==> src/rtl/spi_si_pkg.sv <==
package spi_si_pkg;

    // register selects on the write port
    localparam logic [2:0] SEL_TX_THR = 3'd0;
    localparam logic [2:0] SEL_RX_THR = 3'd1;
    localparam logic [2:0] SEL_MASK   = 3'd2;
    localparam logic [2:0] SEL_CLEAR  = 3'd3;
    localparam logic [2:0] SEL_DMA_EN = 3'd4;
    localparam logic [2:0] SEL_TX_DL  = 3'd5;
    localparam logic [2:0] SEL_RX_DL  = 3'd6;

    localparam int NSRC    = 5;
    localparam int NSTICKY = 3;
    localparam int NLVL    = 4;

    // packed MSB first: bit 0 is busy
    typedef struct packed {
        logic rx_full;
        logic rx_empty;
        logic tx_empty;
        logic tx_full;
        logic busy;
    } status_t;

    // packed MSB first: bit 0 is TX below threshold
    typedef struct packed {
        logic rx_above;
        logic rx_ovf;
        logic rx_und;
        logic tx_ovf;
        logic tx_below;
    } irq_t;

    // sticky flag index: 0 TX overflow, 1 RX underflow, 2 RX overflow
    function automatic logic [NSTICKY-1:0] clr_decode(input logic [3:0] c);
        clr_decode[0] = c[0] | c[3];
        clr_decode[1] = c[0] | c[1];
        clr_decode[2] = c[0] | c[2];
    endfunction

    // level register index to its select value
    function automatic logic [2:0] lvl_sel(input int idx);
        case (idx)
            0:       lvl_sel = SEL_TX_THR;
            1:       lvl_sel = SEL_RX_THR;
            2:       lvl_sel = SEL_TX_DL;
            default: lvl_sel = SEL_RX_DL;
        endcase
    endfunction

endpackage

==> src/rtl/si_cfg_regs.sv <==
module si_cfg_regs
    import spi_si_pkg::*;
#(
    parameter int DEPTH = 16,
    parameter int LW    = 5
) (
    input  logic                    clk,
    input  logic                    rst,
    input  logic                    wr,
    input  logic [2:0]              sel,
    input  logic [7:0]              wdata,
    output logic [NLVL-1:0][LW-1:0] lvl_q,
    output logic [NSRC-1:0]         mask_q,
    output logic [1:0]              dma_en_q,
    output logic [3:0]              clr_cmd
);
    logic in_range;

    assign in_range = (wdata < 8'(DEPTH));

    genvar g;
    generate
        for (g = 0; g < NLVL; g++) begin : g_lvl
            always_ff @(posedge clk) begin
                if (rst)
                    lvl_q[g] <= '0;
                else if (wr && sel == lvl_sel(g) && in_range)
                    lvl_q[g] <= wdata[LW-1:0];
            end
        end
    endgenerate

    always_ff @(posedge clk) begin
        if (rst) begin
            mask_q   <= '0;
            dma_en_q <= '0;
        end else if (wr) begin
            if (sel == SEL_MASK)   mask_q   <= wdata[NSRC-1:0];
            if (sel == SEL_DMA_EN) dma_en_q <= wdata[1:0];
        end
    end

    assign clr_cmd = (wr && sel == SEL_CLEAR) ? wdata[3:0] : 4'd0;

endmodule

==> src/rtl/si_sticky.sv <==
module si_sticky #(
    parameter int N = 3
) (
    input  logic         clk,
    input  logic         rst,
    input  logic [N-1:0] set,
    input  logic [N-1:0] clr,
    output logic [N-1:0] q
);
    genvar g;
    generate
        for (g = 0; g < N; g++) begin : g_flag
            always_ff @(posedge clk) begin
                if (rst)
                    q[g] <= 1'b0;
                else if (set[g])
                    q[g] <= 1'b1;   // set wins over clear
                else if (clr[g])
                    q[g] <= 1'b0;
            end
        end
    endgenerate
endmodule

==> src/rtl/si_level_cmp.sv <==
module si_level_cmp #(
    parameter int DEPTH = 16,
    parameter int LW    = 5
) (
    input  logic [LW-1:0] tx_level,
    input  logic [LW-1:0] rx_level,
    input  logic [LW-1:0] tx_thr,
    input  logic [LW-1:0] rx_thr,
    input  logic [LW-1:0] tx_dl,
    input  logic [LW-1:0] rx_dl,
    input  logic [1:0]    dma_en,
    output logic          tx_full,
    output logic          tx_empty,
    output logic          rx_full,
    output logic          rx_empty,
    output logic          tx_below,
    output logic          rx_above,
    output logic          tx_dreq,
    output logic          rx_dreq
);
    localparam logic [LW-1:0] FULL_L = LW'(DEPTH);

    assign tx_full  = (tx_level == FULL_L);
    assign rx_full  = (rx_level == FULL_L);
    assign tx_empty = (tx_level == '0);
    assign rx_empty = (rx_level == '0);
    assign tx_below = (tx_level <= tx_thr);
    assign rx_above = (rx_level >  rx_thr);
    assign tx_dreq  = dma_en[1] && (tx_level <= tx_dl);
    assign rx_dreq  = dma_en[0] && (rx_level >  rx_dl);
endmodule

==> src/rtl/spi_stat_irq.sv <==
module spi_stat_irq
    import spi_si_pkg::*;
#(
    parameter int DEPTH = 16,
    localparam int LW   = $clog2(DEPTH + 1)
) (
    input  logic          clk,
    input  logic          rst,
    input  logic          cfg_wr,
    input  logic [2:0]    cfg_sel,
    input  logic [7:0]    cfg_wdata,
    input  logic          eng_busy,
    input  logic [LW-1:0] tx_level,
    input  logic [LW-1:0] rx_level,
    input  logic          tx_push,
    input  logic          rx_push,
    input  logic          rx_pop,
    output logic [4:0]    status,
    output logic [4:0]    raw_irq,
    output logic [4:0]    masked_irq,
    output logic          irq,
    output logic          tx_dma_req,
    output logic          rx_dma_req,
    output logic [LW-1:0] rd_tx_thr,
    output logic [LW-1:0] rd_rx_thr
);
    logic [NLVL-1:0][LW-1:0] lvl_q;
    logic [NSRC-1:0]         mask_q;
    logic [1:0]              dma_en_q;
    logic [3:0]              clr_cmd;
    logic [NSTICKY-1:0]      err_set, err_q;
    logic tx_full, tx_empty, rx_full, rx_empty, tx_below, rx_above;
    status_t st;
    irq_t    raw;

    si_cfg_regs #(.DEPTH(DEPTH), .LW(LW)) u_regs (
        .clk(clk), .rst(rst), .wr(cfg_wr), .sel(cfg_sel), .wdata(cfg_wdata),
        .lvl_q(lvl_q), .mask_q(mask_q), .dma_en_q(dma_en_q), .clr_cmd(clr_cmd)
    );

    si_level_cmp #(.DEPTH(DEPTH), .LW(LW)) u_cmp (
        .tx_level(tx_level), .rx_level(rx_level),
        .tx_thr(lvl_q[0]), .rx_thr(lvl_q[1]), .tx_dl(lvl_q[2]), .rx_dl(lvl_q[3]),
        .dma_en(dma_en_q),
        .tx_full(tx_full), .tx_empty(tx_empty), .rx_full(rx_full), .rx_empty(rx_empty),
        .tx_below(tx_below), .rx_above(rx_above),
        .tx_dreq(tx_dma_req), .rx_dreq(rx_dma_req)
    );

    assign err_set[0] = tx_push && tx_full;
    assign err_set[1] = rx_pop  && rx_empty;
    assign err_set[2] = rx_push && rx_full;

    si_sticky #(.N(NSTICKY)) u_err (
        .clk(clk), .rst(rst), .set(err_set), .clr(clr_decode(clr_cmd)), .q(err_q)
    );

    always_comb begin
        st.busy     = eng_busy;
        st.tx_full  = tx_full;
        st.tx_empty = tx_empty;
        st.rx_empty = rx_empty;
        st.rx_full  = rx_full;
        raw.tx_below = tx_below;
        raw.tx_ovf   = err_q[0];
        raw.rx_und   = err_q[1];
        raw.rx_ovf   = err_q[2];
        raw.rx_above = rx_above;
    end

    assign status     = st;
    assign raw_irq    = raw;
    assign masked_irq = raw & mask_q;
    assign irq        = |masked_irq;
    assign rd_tx_thr  = lvl_q[0];
    assign rd_rx_thr  = lvl_q[1];

endmodule

==> config.mk <==
export PLATFORM = sky130hd
export DESIGN_NAME = spi_stat_irq
export DESIGN_NICKNAME = d
export VERILOG_FILES = /design/src/rtl/spi_si_pkg.sv /design/src/rtl/si_cfg_regs.sv /design/src/rtl/si_sticky.sv /design/src/rtl/si_level_cmp.sv /design/src/rtl/spi_stat_irq.sv
export SDC_FILE = /design/constraint.sdc
export NUM_CORES = 1
export LEC_CHECK = 0
export ABC_AREA = 0
export BUFFER_PORTS_ARGS = -buffer_cell sky130_fd_sc_hd__buf_4
export CAP_MARGIN = 20
export CELL_PAD_IN_SITES_DETAIL_PLACEMENT = 1
export CELL_PAD_IN_SITES_GLOBAL_PLACEMENT = 2
export CORE_UTILIZATION = 29
export DETAILED_ROUTE_END_ITERATION = 6
export HOLD_SLACK_MARGIN = 0.08
export PLACE_DENSITY_LB_ADDON = 0.1
export SETUP_SLACK_MARGIN = 0.4
export SKIP_CTS_REPAIR_TIMING = 1
export SLEW_MARGIN = 20
export SYNTH_ARGS = -nofsm -noshare
export SYNTH_HDL_FRONTEND = slang
export SYNTH_SLANG_ARGS = --single-unit
==> constraint.sdc <==
create_clock -name clk -period 1.96 [get_ports clk]
set_clock_uncertainty 0.05 [all_clocks]
set_input_delay 0.098 -clock clk [delete_from_list [all_inputs] [get_ports clk]]
set_output_delay 0.098 -clock clk [all_outputs]
set_load 0.01 [all_outputs]
==> results of run 1 <==
-- synthesized netlist by cell type, types with 3 or more instances --
cell type	number	area (µm²)
sky130_fd_sc_hd__dfxtp_1	30	601
sky130_fd_sc_hd__nor2_1	30	113
sky130_fd_sc_hd__inv_1	22	82.6
sky130_fd_sc_hd__mux2i_1	21	210
sky130_fd_sc_hd__ha_1	20	250
sky130_fd_sc_hd__buf_4	17	128
sky130_fd_sc_hd__nand2_1	8	30.0
sky130_fd_sc_hd__o21ai_0	8	40.0
sky130_fd_sc_hd__and2_1	7	43.8
sky130_fd_sc_hd__a21oi_1	6	30.0
sky130_fd_sc_hd__clkbuf_1	5	18.8
sky130_fd_sc_hd__nor2b_1	4	25.0
sky130_fd_sc_hd__nor3_1	4	20.0
sky130_fd_sc_hd__nand3_1	3	15.0
-- path summary, 6_finish.rpt --
path                                     endpoint  cells past startpoint
setup / recovery                              irq                      7
hold / removal    u_regs.dma_en_q[0]$_SDFFE_PP0P_                      3
setup reg to reg     u_regs.lvl_q[8]$_SDFFE_PP0P_                      3
hold reg to reg     u_regs.lvl_q[14]$_SDFFE_PP0P_                      2
-- routing by layer --
layer / routed length [µm] / global-route usage, %
met1: 2340 / 19.7
met2: 2470 / 28.2
met3: 195 / 3.26
met4: 36 / 5.36
met5: 0 / 0
-- per-stage QoR --
stage                     worst slack [ns]  cells  setup TNS, ns  utilization, %
final                               -0.141    335         -0.235            42.4
after global routing                -0.204    335         -0.508            42.4
after CTS                           -0.239    328         -0.623            38.7
after detailed placement            0.0738    320              0            37.2
after global placement              0.0728    320              0            37.2
after floorplan                      0.342    211              0               -
-- power by group --
part	switching, mW	internal (mW)	leakage (nW)
Combinational	0.101	0.108	0.791
Sequential	0.00277	0.614	0.249
Clock	0.238	0.283	0.0482
-- flip-flops by register name, summed over array words and instances, names as in the netlist --
| name | flops |
|---|---|
| u_regs.lvl_q | 20 |
| u_regs.dma_en_q | 2 |
| u_err.q | 3 |
| u_regs.mask_q | 5 |
-- worst max-delay path: stages (launching register included) --
cell,delay [ns]
sky130_fd_sc_hd__dfxtp_2,0.33
sky130_fd_sc_hd__inv_2,0.04
sky130_fd_sc_hd__ha_4,0.21
sky130_fd_sc_hd__a211oi_2,0.21
sky130_fd_sc_hd__nor2_1,0.06
sky130_fd_sc_hd__o32a_1,0.35
sky130_fd_sc_hd__a221o_1,0.35
sky130_fd_sc_hd__buf_6,0.13
-- logic make-up after synthesis --
kind of cell             after synthesis  share of synthesized area (%)
adder cells (fa/ha/maj)               20                           13.8
buffers and inverters                 45                           12.9
AO/OA/AOI/OAI                         25                           8.98
flip-flops                            30                           33.2
multiplexers                          21                           11.6
AND/OR/NAND/NOR                       70                           19.5
-- cell type report --
type | count | area [µm²]
fillers | 713 | 3430
flip-flops and latches | 30 | 617
multi-input cells | 136 | 1130
repair buffers | 64 | 505
clock buffers | 7 | 86.3
inverters | 22 | 82.6
clock inverters | 1 | 5.00
well taps | 75 | 93.8
==> flow_summary.ini, run 1 <==
[floorplan]
io_pins = 56
core_region_area_mm2 = 0.00596
die_area_mm2 = 0.00656
floorplan.initialDensity_pct = 30.4
row_count = 28
dieHeight_um = 81.0
dieWidth_um = 81.0

[place]
half_perimeter_wire_length_of_the_detailed_placement_result_um = 3820
placed_area_mm2 = 0.00221
rd_place_congestion = 0.668
portBuffers = 53

[yosys]
synth.avg_cell_area_um2 = 8.58
syn-cell-area_mm2 = 0.00181
synth.yosys.seq_area_share_pct = 33.2
async_reset_ff_share_pct = 0
synth-edff-count = 0
synth.lib_cells_used.distinct = 32
synthFlopType = sky130_fd_sc_hd__dfxtp_1
yosys_warning_total = 0
synth.net_count = 259
netlist_instances = 211
ys_seq_elements = 30

[timing]
final_critical_path_setup_slack_ns = -0.141
final-max-slew-violation-count = 0
final_min_period_over_clock_period_pct = 107
fin_hold_ws_ns = 0.0869
fmax_ghz = 0.476
transition_time_of_the_tightest_slew_check_pin_ns = 0.357
setup_viol = 3
hold_viol = 0
max_slew_margin_pct = 76.2
period_needed_ns = 2.10
rsz0062_at_grt = true

[layout]
num_antenna_cells = 0
mostFrequentLayoutCell = sky130_fd_sc_hd__buf_4
most-common-layout-cells = 56 x sky130_fd_sc_hd__buf_4, 30 x sky130_fd_sc_hd__nor2_1, 21 x sky130_fd_sc_hd__mux2i_1
nNetsFinal = 307
area_growth_syn_to_layout_pct = 39.4
fraction_of_final_layout_cells_with_drive_strength_greater_than_1_pct = 41.5
finalInstanceArea_mm2 = 0.00252

[clock_network]
tritoncts_clock_tree = built
cts-htree-levels = 2
clkLatencyLatePin_ns = 0.28
clk_pin_slew_worst_paths_ns = 0.07
clkSinkCount = 30
root_buffer = sky130_fd_sc_hd__clkbuf_8
tritoncts.num_buffers = 5
max_buffers_root_to_sink = 2

[critical_path]
critical_path.startpoint = u_regs.lvl_q[7]$_SDFFE_PP0P_
r2r-start = u_regs.lvl_q[8]$_SDFFE_PP0P_
rrSetupSlack_ns = 1.13
setup.worst_path.class = reg2out
worst_ep_arrival_time_ns = 1.95
worst_setup_path_end_kind = output port
critical_path_required_ns = 1.81
timing.critical_path.fanout_max = 2
timing.critical_path.from_type = flip-flop

[power_and_ir_drop]
power_leakage_nw = 1.09
tot_pwr_mw = 1.35
powerDensity_mw_per_mm2 = 534
power.ir.vdd_worst_mv = 0.246

[grt]
grt_max_degree = 31
via_count_of_the_first_global_routing_pass = 1591
groute.usage.overall_pct = 16.2
grt_antenna_before_repair = 0
globalRouteOverflowTotal = 0
first_pass_grt_wire_length_um = 7760

[route]
drcViolationCount = 0
drt-initial-drc-count = 25
wl_um = 5030
vias_per_cell = 4.75
avgRoutedWirePerCell_um = 15.0
drtAntennaViolNets = 0
detailedRoute.firstPassIterationCount = 4
detailroute.via_count = 1590

[hold_path]
worstHoldPathType = in2reg
min_from = cfg_wdata[0]

[outcome]
status = finished with violations
failed_checks = negative setup slack

[job]
maxCapViolCount = 0
No activity file was read; power rests on OpenSTA's default activity.
==> inputs of run 2 (changes only) <==
- BUFFER_PORTS_ARGS: -buffer_cell sky130_fd_sc_hd__buf_4 -> not set
- CORE_UTILIZATION: 29 -> 36
- DONT_BUFFER_PORTS: not set -> 1
==> run 2 against run 1 <==
Against the previous run: the run still ends with negative setup slack left; die area shrank 19%; wire length shrank 3.5%; final area fell by 11%; power decreased by 4.5%; core utilization grew 4.4 points; critical path type unchanged; largest cell class unchanged; highest routed layer unchanged.
==> flow_summary.ini, run 2 (synthesis gave the netlist of run 1 again) <==
[outcome]
status = finished with violations
failed_checks = negative setup slack

[floorplan]
core_region_area_mm2 = 0.00479
dieWidth_um = 72.9
row_count = 25
io_pins = 56
dieHeight_um = 72.9
die_area_mm2 = 0.00532
floorplan.initialDensity_pct = 37.8

[route]
drcViolationCount = 0
detailroute.via_count = 1444
drtAntennaViolNets = 0
wl_um = 4860
vias_per_cell = 5.10
drt-initial-drc-count = 64
detailedRoute.firstPassIterationCount = 4
avgRoutedWirePerCell_um = 17.2

[timing]
final-max-slew-violation-count = 0
final_critical_path_setup_slack_ns = -0.0561
transition_time_of_the_tightest_slew_check_pin_ns = 0.510
rsz0062_at_grt = true
hold_viol = 0
period_needed_ns = 2.02
max_slew_margin_pct = 65.8
setup_viol = 2
fin_tns_setup_ns = -0.0615
fmax_ghz = 0.496
final_min_period_over_clock_period_pct = 103

[layout]
registers.top_by_ff_count = u_regs.lvl_q
reg.largest.list = u_regs.lvl_q x20, u_regs.mask_q x5, u_err.q x3
mostFrequentLayoutCell = sky130_fd_sc_hd__nor2_1
area_growth_syn_to_layout_pct = 23.7
largest_register_ffs = 20
most-common-layout-cells = 30 x sky130_fd_sc_hd__nor2_1, 21 x sky130_fd_sc_hd__mux2i_1, 18 x sky130_fd_sc_hd__dfxtp_1
nNetsFinal = 263
layout.filler_cells = 548
fraction_of_final_layout_cells_with_drive_strength_greater_than_1_pct = 29.6
num_antenna_cells = 0

[place]
rd_place_congestion = 0.787
portBuffers = 0
half_perimeter_wire_length_of_the_detailed_placement_result_um = 3660

[grt]
grt_antenna_before_repair = 0
groute.usage.overall_pct = 17.7
via_count_of_the_first_global_routing_pass = 1435
globalRouteOverflowTotal = 0
first_pass_grt_wire_length_um = 6980
grt_max_degree = 31

[clock_network]
clkLatencyLatePin_ns = 0.28
clkSinkCount = 30
clk_pin_slew_worst_paths_ns = 0.07
root_buffer = sky130_fd_sc_hd__clkbuf_8
cts-htree-levels = 2
tritoncts.num_buffers = 5
tritoncts_clock_tree = built
max_buffers_root_to_sink = 2

[critical_path]
crit_buf_inv = 1
max_stage_delay_ns = 0.38
rrSetupSlack_ns = 1.14
setup.worst_path.class = reg2out
r2r-start = u_regs.lvl_q[4]$_SDFFE_PP0P_
timing.critical_path.from_type = flip-flop
cpMaxStageDelayCell = sky130_fd_sc_hd__a221o_1
path_delay_family = compound AO/OA/AOI/OAI gates
worst_setup_path_end_kind = output port
worst_r2r_path_depth = 3
worst_r2r_endpoint = u_regs.lvl_q[4]$_SDFFE_PP0P_
critical_path_required_ns = 1.81
worstPathCellList = inv_2 -> ha_4 -> a211oi_2 -> nor2_1 -> o32a_1 -> a221o_1
timing.critical_path.fanout_max = 2
worst_ep_arrival_time_ns = 1.87

[job]
maxCapViolCount = 0

[hold_path]
holdPathStages = 3
min_from = cfg_wdata[1]
worstHoldPathType = in2reg
worstHoldEndpoint = u_err.q[1]$_SDFFE_PP0P_

[power_and_ir_drop]
powerDensity_mw_per_mm2 = 575
power_leakage_nw = 0.860
tot_pwr_mw = 1.29
power.ir.vdd_worst_mv = 0.340
run 2: layout make-up:
type,count,area [µm²],share of cell area [%]
repair buffers,20,188,8.38
well taps,67,83.8,3.74
clock buffers,7,86.3,3.85
flip-flops and latches,30,623,27.8
inverters,22,85.1,3.80
clock inverters,1,5.00,0.223
multi-input cells,136,1170,52.2
run 2: worst min-delay path: cells and delay by family:
kind	cells	cell delay, ns
AOI/OAI and AO/OA	2	0.20
and+or+nand+nor	1	0.02
run 2: worst max-delay path by stage:
stage,cells after the start,start,to,slack [ns]
floorplan,5,cfg_wdata[4],u_regs.lvl_q[0]$_SDFFE_PP0P_,0.34
global placement,6,u_regs.lvl_q[6]$_SDFFE_PP0P_,irq,0.21
detailed placement,6,u_regs.lvl_q[1]$_SDFFE_PP0P_,irq,0.16
CTS,6,u_regs.lvl_q[1]$_SDFFE_PP0P_,irq,-0.16
global route,6,u_regs.lvl_q[7]$_SDFFE_PP0P_,irq,-0.12
finish,6,u_regs.lvl_q[7]$_SDFFE_PP0P_,irq,-0.06
run 2: metrics by stage:
step | instance area, µm² | worst slack (ns) | cells | util (%) | hold slack, ns
floorplan | 1850 | 0.342 | 211 | - | 0.184
global placement | 1830 | 0.206 | 262 | 38.2 | 0.123
detailed placement | 1830 | 0.155 | 262 | 38.2 | 0.126
CTS | 1920 | -0.155 | 270 | 40.1 | -0.175
global route | 2240 | -0.118 | 283 | 46.8 | 0.0860
finish | 2240 | -0.0561 | 283 | 46.8 | 0.0291
run 2: report_power, final:
| part | switching, mW | internal [mW] |
|---|---|---|
| sequential | 0.00344 | 0.610 |
| combinational | 0.0774 | 0.0786 |
| clock | 0.234 | 0.283 |
| total | 0.315 | 0.972 |
run 2: per-layer routing:
| layer | vias up | part of all wire [%] | global-route usage, % |
|---|---|---|---|
| met5 | - | 0 | 0 |
| met4 | 0 | 0.60 | 3.27 |
| met3 | 4 | 5.0 | 6.22 |
| met2 | 36 | 47 | 28.8 |
| met1 | 697 | 48 | 22.9 |
| li1 | 707 | - | - |
